--- src/rtl/pcib_ctl_pkg.sv ---
package pcib_ctl_pkg;

   // Software-owned control state of the register
   typedef struct packed {
      logic bus_release;   // 1 = PCI bus out of reset
      logic irq_route;     // 1 = PCI interrupt forwarded to the host
   } ctl_bits_t;

   localparam ctl_bits_t CTL_RESET = '{bus_release: 1'b0, irq_route: 1'b0};

   // Interrupt input levels (active low on the PCI side)
   localparam logic INT_IDLE_LVL = 1'b1;

endpackage

--- src/rtl/pcib_int_sync.sv ---
module pcib_int_sync #(
   parameter int   STAGES    = 2,
   parameter logic RESET_LVL = 1'b1
) (
   input  logic clk,
   input  logic rst_n,
   input  logic din,
   output logic dout
);

   if (STAGES < 2) begin : g_bad_depth
      $error("pcib_int_sync: STAGES must be at least 2");
   end

   logic [STAGES-1:0] chain_q;

   always_ff @(posedge clk or negedge rst_n) begin
      if (!rst_n) begin
         chain_q <= {STAGES{RESET_LVL}};
      end else begin
         chain_q <= {chain_q[STAGES-2:0], din};
      end
   end

   assign dout = chain_q[STAGES-1];

   // the last stage takes the previous value of the stage before it
   p_chain_shift_r9: assert property (@(posedge clk) disable iff (!rst_n)
      1'b1 |=> (chain_q[STAGES-1] == $past(chain_q[STAGES-2])));

   // the first stage follows the input one edge later
   p_first_stage_r9: assert property (@(posedge clk) disable iff (!rst_n)
      1'b1 |=> (chain_q[0] == $past(din)));

endmodule

--- src/rtl/pcib_ctl_bits.sv ---
module pcib_ctl_bits
   import pcib_ctl_pkg::*;
#(
   parameter int DATA_W  = 32,
   parameter int RST_POS = 31,
   parameter int IEN_POS = 30
) (
   input  logic              clk,
   input  logic              rst_n,
   input  logic              wr_stb,
   input  logic [DATA_W-1:0] wdata,
   output ctl_bits_t         bits
);

   if (RST_POS >= DATA_W || IEN_POS >= DATA_W || RST_POS == IEN_POS) begin : g_bad_pos
      $error("pcib_ctl_bits: control bit positions out of range or overlapping");
   end

   ctl_bits_t bits_q;
   ctl_bits_t bits_d;

   always_comb begin
      bits_d = bits_q;
      if (wr_stb) begin
         bits_d.bus_release = wdata[RST_POS];
         bits_d.irq_route   = wdata[IEN_POS];
      end
   end

   always_ff @(posedge clk or negedge rst_n) begin
      if (!rst_n) begin
         bits_q <= CTL_RESET;
      end else begin
         bits_q <= bits_d;
      end
   end

   assign bits = bits_q;

   // host reset holds both control bits cleared
   p_reset_clears_r4: assert property (@(posedge clk)
      !rst_n |-> (!bits_q.bus_release && !bits_q.irq_route));

   // a control bit may only rise through an explicit software write
   p_release_needs_write_r4: assert property (@(posedge clk) disable iff (!rst_n)
      $rose(bits_q.bus_release) |-> $past(wr_stb && wdata[RST_POS]));

   p_route_needs_write_r4: assert property (@(posedge clk) disable iff (!rst_n)
      $rose(bits_q.irq_route) |-> $past(wr_stb && wdata[IEN_POS]));

   // a write loads the reset-release bit
   p_write_loads_r2: assert property (@(posedge clk) disable iff (!rst_n)
      wr_stb |=> (bits_q.bus_release == $past(wdata[RST_POS])));

   // no write strobe, no change
   p_idle_holds_r10: assert property (@(posedge clk) disable iff (!rst_n)
      !wr_stb |=> $stable(bits_q));

endmodule

--- src/rtl/pcib_rd_mux.sv ---
module pcib_rd_mux
   import pcib_ctl_pkg::*;
#(
   parameter int DATA_W   = 32,
   parameter int RST_POS  = 31,
   parameter int IEN_POS  = 30,
   parameter int STAT_POS = 29
) (
   input  logic              sel,
   input  ctl_bits_t         bits,
   input  logic              int_lvl,
   output logic [DATA_W-1:0] rdata
);

   if (STAT_POS >= DATA_W || STAT_POS == RST_POS || STAT_POS == IEN_POS) begin : g_bad_stat
      $error("pcib_rd_mux: status bit position invalid");
   end

   for (genvar i = 0; i < DATA_W; i++) begin : g_bit
      if (i == RST_POS) begin : g_rst
         assign rdata[i] = sel & bits.bus_release;
      end else if (i == IEN_POS) begin : g_ien
         assign rdata[i] = sel & bits.irq_route;
      end else if (i == STAT_POS) begin : g_stat
         assign rdata[i] = sel & int_lvl;
      end else begin : g_zero
         assign rdata[i] = 1'b0;
      end
   end

endmodule

--- src/rtl/pcib_ctl_reg.sv ---
module pcib_ctl_reg
   import pcib_ctl_pkg::*;
#(
   parameter int DATA_W      = 32,
   parameter int RST_POS     = 31,
   parameter int IEN_POS     = 30,
   parameter int STAT_POS    = 29,
   parameter int SYNC_STAGES = 2,
   parameter bit IRQ_REG     = 1'b0
) (
   input  logic              clk,
   input  logic              host_rst_n,
   input  logic              reg_sel,
   input  logic              reg_wr,
   input  logic [DATA_W-1:0] wr_data,
   input  logic              pci_int_n,
   output logic              pci_rst_n,
   output logic              host_irq,
   output logic [DATA_W-1:0] rd_data
);

   localparam int MIN_W = 3;

   if (DATA_W < MIN_W) begin : g_bad_width
      $error("pcib_ctl_reg: DATA_W too small for the control fields");
   end

   ctl_bits_t bits;
   logic      int_lvl_s;
   logic      int_active;
   logic      wr_stb;

   assign wr_stb = reg_sel & reg_wr;

   pcib_int_sync #(
      .STAGES    (SYNC_STAGES),
      .RESET_LVL (INT_IDLE_LVL)
   ) u_sync (
      .clk   (clk),
      .rst_n (host_rst_n),
      .din   (pci_int_n),
      .dout  (int_lvl_s)
   );

   pcib_ctl_bits #(
      .DATA_W  (DATA_W),
      .RST_POS (RST_POS),
      .IEN_POS (IEN_POS)
   ) u_bits (
      .clk    (clk),
      .rst_n  (host_rst_n),
      .wr_stb (wr_stb),
      .wdata  (wr_data),
      .bits   (bits)
   );

   pcib_rd_mux #(
      .DATA_W   (DATA_W),
      .RST_POS  (RST_POS),
      .IEN_POS  (IEN_POS),
      .STAT_POS (STAT_POS)
   ) u_rd (
      .sel     (reg_sel),
      .bits    (bits),
      .int_lvl (int_lvl_s),
      .rdata   (rd_data)
   );

   assign int_active = (int_lvl_s != INT_IDLE_LVL);
   assign pci_rst_n  = bits.bus_release;

   if (IRQ_REG) begin : g_irq_ff
      logic irq_q;
      always_ff @(posedge clk or negedge host_rst_n) begin
         if (!host_rst_n) begin
            irq_q <= 1'b0;
         end else begin
            irq_q <= bits.irq_route & int_active;
         end
      end
      assign host_irq = irq_q;
   end else begin : g_irq_comb
      assign host_irq = bits.irq_route & int_active;
   end

   // while host reset is held the PCI bus is in reset and nothing is forwarded
   p_reset_outputs_r1: assert property (@(posedge clk)
      !host_rst_n |-> (!pci_rst_n && !host_irq));

   // an interrupt toward the host needs an active synchronized PCI interrupt
   p_irq_needs_source_r7: assert property (@(posedge clk) disable iff (!host_rst_n)
      host_irq |-> !int_lvl_s);

   // routing disabled keeps the host line quiet
   p_irq_masked_r5: assert property (@(posedge clk) disable iff (!host_rst_n)
      (!bits.irq_route && !IRQ_REG) |-> !host_irq);

endmodule

--- config.mk ---
export PLATFORM = sky130hd
export DESIGN_NAME = pcib_ctl_reg
export DESIGN_NICKNAME = d
export VERILOG_FILES = /design/src/rtl/pcib_ctl_pkg.sv /design/src/rtl/pcib_int_sync.sv /design/src/rtl/pcib_ctl_bits.sv /design/src/rtl/pcib_rd_mux.sv /design/src/rtl/pcib_ctl_reg.sv
export SDC_FILE = /design/constraint.sdc
export NUM_CORES = 1
export LEC_CHECK = 0
export BUFFER_PORTS_ARGS = -buffer_cell sky130_fd_sc_hd__buf_4
export CORE_UTILIZATION = 27
export DETAILED_ROUTE_END_ITERATION = 8
export GPL_ROUTABILITY_DRIVEN = 0
export GPL_TIMING_DRIVEN = 0
export PLACE_DENSITY = 0.83
export RECOVER_POWER = 50
export SLEW_MARGIN = 20
export SYNTH_ARGS = -nofsm -noshare
export SYNTH_HDL_FRONTEND = slang
export SYNTH_SLANG_ARGS = --single-unit
--- constraint.sdc ---
create_clock -name clk -period 1.9 [get_ports clk]
set_clock_uncertainty 0.1 [all_clocks]
set_input_delay 0.19 -clock clk [delete_from_list [all_inputs] [get_ports clk]]
set_output_delay 0.19 -clock clk [all_outputs]
set_load 0.03 [all_outputs]
==> flow_summary.ini, run 1 <==
[run_status]
status = finished clean

[floorplanning]
die-area_um2 = 1600
fp.coreArea_um2 = 1320
chipHeight_um = 40.0
start_util_pct = 29.5
die_w_um = 40.0
ioPinCount = 71
rows = 13

[place]
dp_cells = 95
dpl.hpwl_um = 520
portBuffers = 11
dpl_cell_area_um2 = 596

[sta]
finalSetupViolations = 0
maxSlewViolCount = 0
rsz0062_at_grt = false
max_freq_mhz = 755
hold_viol_final = 0
fin_setup_tns_ns = 0
fin_crit_sh_pct = 69.7
fin_crit_ns = 1.32

[worst_setup_path]
reg2reg_from = u_bits.bits[1]
endpoint_kind = primary output
crit_buf_inv = 1
critPathLaunchType = register
required_ns = 1.61
reg2reg_depth = 1
timing.rr.end = u_bits.bits[1]
max_stage_delay_ns = 0.52
cp_top_family = flip-flops
path_cells = and2_2 > buf_4
ff2ff_setup_slack_ns = 1.02
worst-path-stages = 2
critPathSlowestCell = dfstp_2
critPathArrivalTime_ns = 1.03
path_max_fanout = 2
crit_type = register to primary output
startpoint = u_sync.chain_q[1]
cp-endpoint = rd_data[29]

[clock_tree]
clockRootBuffer = clkbuf_4
cts_buffers = 3
cts_tree = built
path_clk_slew_ns = 0.04
clock-sinks = 4
htreeDepth = 1
clkLatencyLatePin_ns = 0.23
cts.path.max_buffers = 2

[cells_and_area]
stdcell_count = 101
syn2layout_area_growth_pct = 64.0
fillers = 147
diodes = 0
utilization_pct = 48.4
drive_above_1_share_pct = 58.1
nets = 124
final_area_um2 = 638

[global_routing]
grt_antenna_before_repair = 0
grt_pass1_wl_um = 759
grt_overflow_total = 0
groute.usage.overall_pct = 7.86
grt_pass1_vias = 208
grt_max_degree = 5

[power]
clock_power_share_pct = 28.1
combinationalPowerShare_pct = 47.2
seq_power_share_pct = 24.7
irDropWorstVdd_mv = 0.312
sw_frac_of_total_pct = 38.9
internal_power_w = 0.000252
power_w = 0.000412
netSwitchingPower_w = 0.000160
p_leak_nw = 0.403
cellPowerDensity_nw_per_um2 = 645

[yosys]
synth_cell_type_count = 8
yosys_warnings = 0
yosysTopAreaCell = buf_4
mappedNetlistArea_um2 = 389
ys_seq_elements = 4
syn_area_per_cell_um2 = 9.49
synthSimpleGateAreaFrac_pct = 9.00
synth_compound_gate_area_share_pct = 0
yosysSeqAreaShare_pct = 26.4
synthMuxAreaShare_pct = 7.72
synthTopCellsByArea = buf_4 56%, dfstp_2 14%, dfrtp_1 13%
synth_adder_area_share_pct = 0
synth_top_family_by_area = buffers and inverters
synth-xor-area-share_pct = 0
synth_cells = 41
synth_top_area_share_pct = 55.9

[drt]
via_count = 302
ant_nets = 0
first_iter_violations = 0
routed_wl_um = 631
first_pass_iters = 1
drc = 0
routedWlPerCell_um = 6.25
vias_per_cell = 2.99

[hold_path]
worstHoldStart = wr_data[31]
hp-class = input port to register
hold_path_depth = 2

[flow_run]
cap_viol_max_count = 0
-- sequential cells by signal (all words and copies together), names as in the netlist --
name,count
u_bits.bits,2
u_sync.chain_q,2
-- timing repair --
item	4_1_cts	5_1_grt
buffers inserted	0	0
endpoints found under the setup margin	0	0
gates resized for setup	0	0
hold endpoints to repair	5	0
hold buffers	2	0
-- cells in the final DEF, fill, tap and decap left out --
master,netlist,final
and2_2,3,3
buf_4,29,38
clkbuf_1,0,2
clkbuf_4,0,4
conb_1,1,29
dfrtp_1,2,2
dfstp_2,2,2
dlygate4sd3_1,0,2
mux2_4,2,2
nand2_2,1,1
nor2b_1,1,1
-- synth_stat cells --
master and instances:
conb_1 1, nor2b_1 1, dfstp_2 2, nand2_2 1, mux2_4 2, buf_4 29
dfrtp_1 2, and2_2 3
-- layout make-up --
type                       count  area, um2  area share (%)
sequential                     4        103            16.1
tap                           15       18.8            2.94
clock buffer                   4       26.3            4.12
buffer                        29        218            34.1
multi-input combinational     36        174            27.3
timing repair buffer          13       98.8            15.5
-- power by group through the flow --
stage | clock, W | combinational [W] | sequential [W]
final | 0.000116 | 0.000195 | 0.000102
after global routing | 0.000134 | 0.000208 | 0.000103
after CTS | 0.000122 | 0.000194 | 0.000102
after detailed placement | 0 | 0.000190 | 0.000102
after global placement | 0 | 0.000189 | 0.000102
after floorplan | 0 | 0.000154 | 0.000107
-- worst min path at each step --
stage                          end  slack (ns)
floorplan           u_bits.bits[0]       -0.21
global placement    u_bits.bits[0]       -0.11
detailed placement  u_bits.bits[1]       -0.11
CTS                 u_bits.bits[0]        0.08
global route        u_bits.bits[0]        0.07
finish              u_bits.bits[1]        0.09
-- metal layers --
layer | up-vias | track usage [%] | share of wire [%]
met3 | 0 | 7.22 | 18
met2 | 26 | 16.1 | 56
met1 | 120 | 4.04 | 27
met5 | - | 0 | 0
met4 | 0 | 2.59 | 0
li1 | 156 | - | -
-- through the flow --
| stage | hold slack, ns | worst slack, ns |
|---|---|---|
| after floorplan | -0.206 | 0.814 |
| after global placement | -0.113 | 0.831 |
| after detailed placement | -0.112 | 0.819 |
| after CTS | 0.0844 | 0.565 |
| after global routing | 0.0736 | 0.519 |
| final | 0.0929 | 0.576 |
-- cells by family after synthesis --
| kind of cell | Yosys count |
|---|---|
| buf+inv | 29 |
| flops | 4 |
| mux | 2 |
| other cells | 1 |
| simple gates | 5 |
No activity file was read; power rests on OpenSTA's default activity.
==> run 2: changes to the inputs <==
- CORE_UTILIZATION: 27 -> 23
- PLACE_DENSITY: 0.83 -> 0.75
- clock period: 1.9 -> 1.1 ns (I/O delays scaled with it)
==> run 2 against run 1 <==
Against the previous run:
- the flow now finishes with violations (negative setup slack)
- clock power rose by 79%
- sequential share of layout area fell by 1.2 points
- cell count rose by 4.0%
- sequential cell count did not move
- worst setup slack got worse by 0.70 ns
- hold slack improved by 0.042 ns
- final area rose by 8.0%
- critical path depth did not move
- wire length rose by 16%
- non-clock buffer count rose by 3
- utilization fell by 3.7 points
- largest power group unchanged
==> flow_summary.ini, run 2 (synthesis gave the netlist of run 1 again) <==
[drt]
routed_wl_um = 729
vias_per_cell = 2.93
ant_nets = 0
met3_length_um = 141
routedWlPerCell_um = 6.94
routed.top_layer = met4
first_pass_iters = 2
drc = 0
route.met2.wl_um = 380
via_count = 308
m1WireLength_um = 194
first_iter_violations = 2

[cells_and_area]
syn2layout_area_growth_pct = 77.2
final_common_cell = buf_4
final_area_um2 = 689
fillers = 156
drive_above_1_share_pct = 57.3
seqCellArea_um2 = 103
nets = 127
multi_input_area_um2 = 178
final_cell_mix = 35 x buf_4, 29 x conb_1, 5 x buf_6
diodes = 0

[sta]
finalSetupViolations = 4
fin_crit_ns = 1.22
postLayoutSetupSlackWorst_ns = -0.120
fin_crit_sh_pct = 111
hold_viol_final = 0
rsz0062_at_grt = true
max_freq_mhz = 820
maxSlewViolCount = 0

[global_routing]
grt_antenna_before_repair = 0
groute.usage.overall_pct = 9.32
grt_max_degree = 5
grt_pass1_vias = 254
grt_overflow_total = 0
grt_pass1_wl_mm = 1.12

[worst_setup_path]
reg2reg_from = u_bits.bits[1]
critPathArrivalTime_ns = 1.01
crit_type = register to primary output
critPathLaunchType = register
endpoint_kind = primary output
timing.rr.end = u_bits.bits[1]
required_ns = 0.89
reg2reg_depth = 2
ff2ff_setup_slack_ns = 0.13
path_max_fanout = 2

[clock_tree]
clock-sinks = 4
clkLatencyLatePin_ns = 0.24
cts_tree = built
cts.path.max_buffers = 2
path_clk_slew_ns = 0.04
clockRootBuffer = clkbuf_4
cts_buffers = 3
htreeDepth = 1

[power]
irDropWorstVdd_mv = 0.615
cellPowerDensity_nw_per_um2 = 1100
p_leak_nw = 0.425

[floorplanning]
ioPinCount = 71
fp.coreArea_um2 = 1540
chipHeight_um = 43.1
die-area_um2 = 1860
start_util_pct = 25.2
die_w_um = 43.1
rows = 14

[flow_run]
cap_viol_max_count = 0

[place]
portBuffers = 11
dp_slack_ns = 0.104
dpl_cell_area_um2 = 597

[hold_path]
hp-class = input port to asynchronous set/reset pin

[run_status]
status = complete, but fails checks
failed_checks = negative setup slack
-- run 2: what timing repair did --
item                                    in CTS  in global routing
pin swaps                                    2                  0
hold buffers                                 4                  0
buffers inserted                             1                  0
gates resized for setup                      7                  1
endpoints found under the hold margin        7                  0
endpoints found under the setup margin       4                  5
-- run 2: how the worst max path moves through the flow --
stage / to / cells past startpoint / from / slack (ns)
4_1_cts: rd_data[29] / 2 / u_sync.chain_q[1] / -0.14
5_1_grt: rd_data[29] / 2 / u_sync.chain_q[1] / -0.15
2_1_floorplan: rd_data[31] / 1 / u_bits.bits[1] / 0.09
6_report: rd_data[29] / 2 / u_sync.chain_q[1] / -0.12
3_5_place_dp: rd_data[29] / 2 / u_sync.chain_q[1] / 0.10
3_3_place_gp: rd_data[29] / 2 / u_sync.chain_q[1] / 0.11
-- run 2: critical path, stage by stage (launching register included) --
cell	delay, ns
dfstp_2	0.52
and2_4	0.13
buf_6	0.12
-- run 2: area by class of cell --
class,count,area share [%]
well taps,16,2.90
multi-input cells,36,25.8
clock buffers,4,3.81
repair buffers,16,21.1
flip-flops and latches,4,14.9
plain buffers,29,31.6
-- run 2: routing by layer --
metal / vias up / GRT usage [%]
li1: 161 / -
met1: 115 / 6.53
met2: 30 / 15.5
met3: 2 / 8.94
met4: 0 / 5.45
met5: - / 0
-- run 2: where the power goes --
part,switching (W),internal [W],total (W)
logic,0.000212,0.000162,0.000374
registers,0.0000105,0.000166,0.000176
clock network,0.0000716,0.000137,0.000208
-- run 2: stage by stage --
stage	cells	hold slack (ns)	setup TNS, ns	utilization, %	total power (W)
after floorplan	69	-0.286	0	-	0.000452
after global placement	96	-0.192	0	38.7	0.000503
after detailed placement	96	-0.191	0	38.7	0.000505
after CTS	105	0.0803	-0.274	44.7	0.000764
after global routing	105	0.140	-0.400	44.7	0.000807
final	105	0.134	-0.233	44.7	0.000758
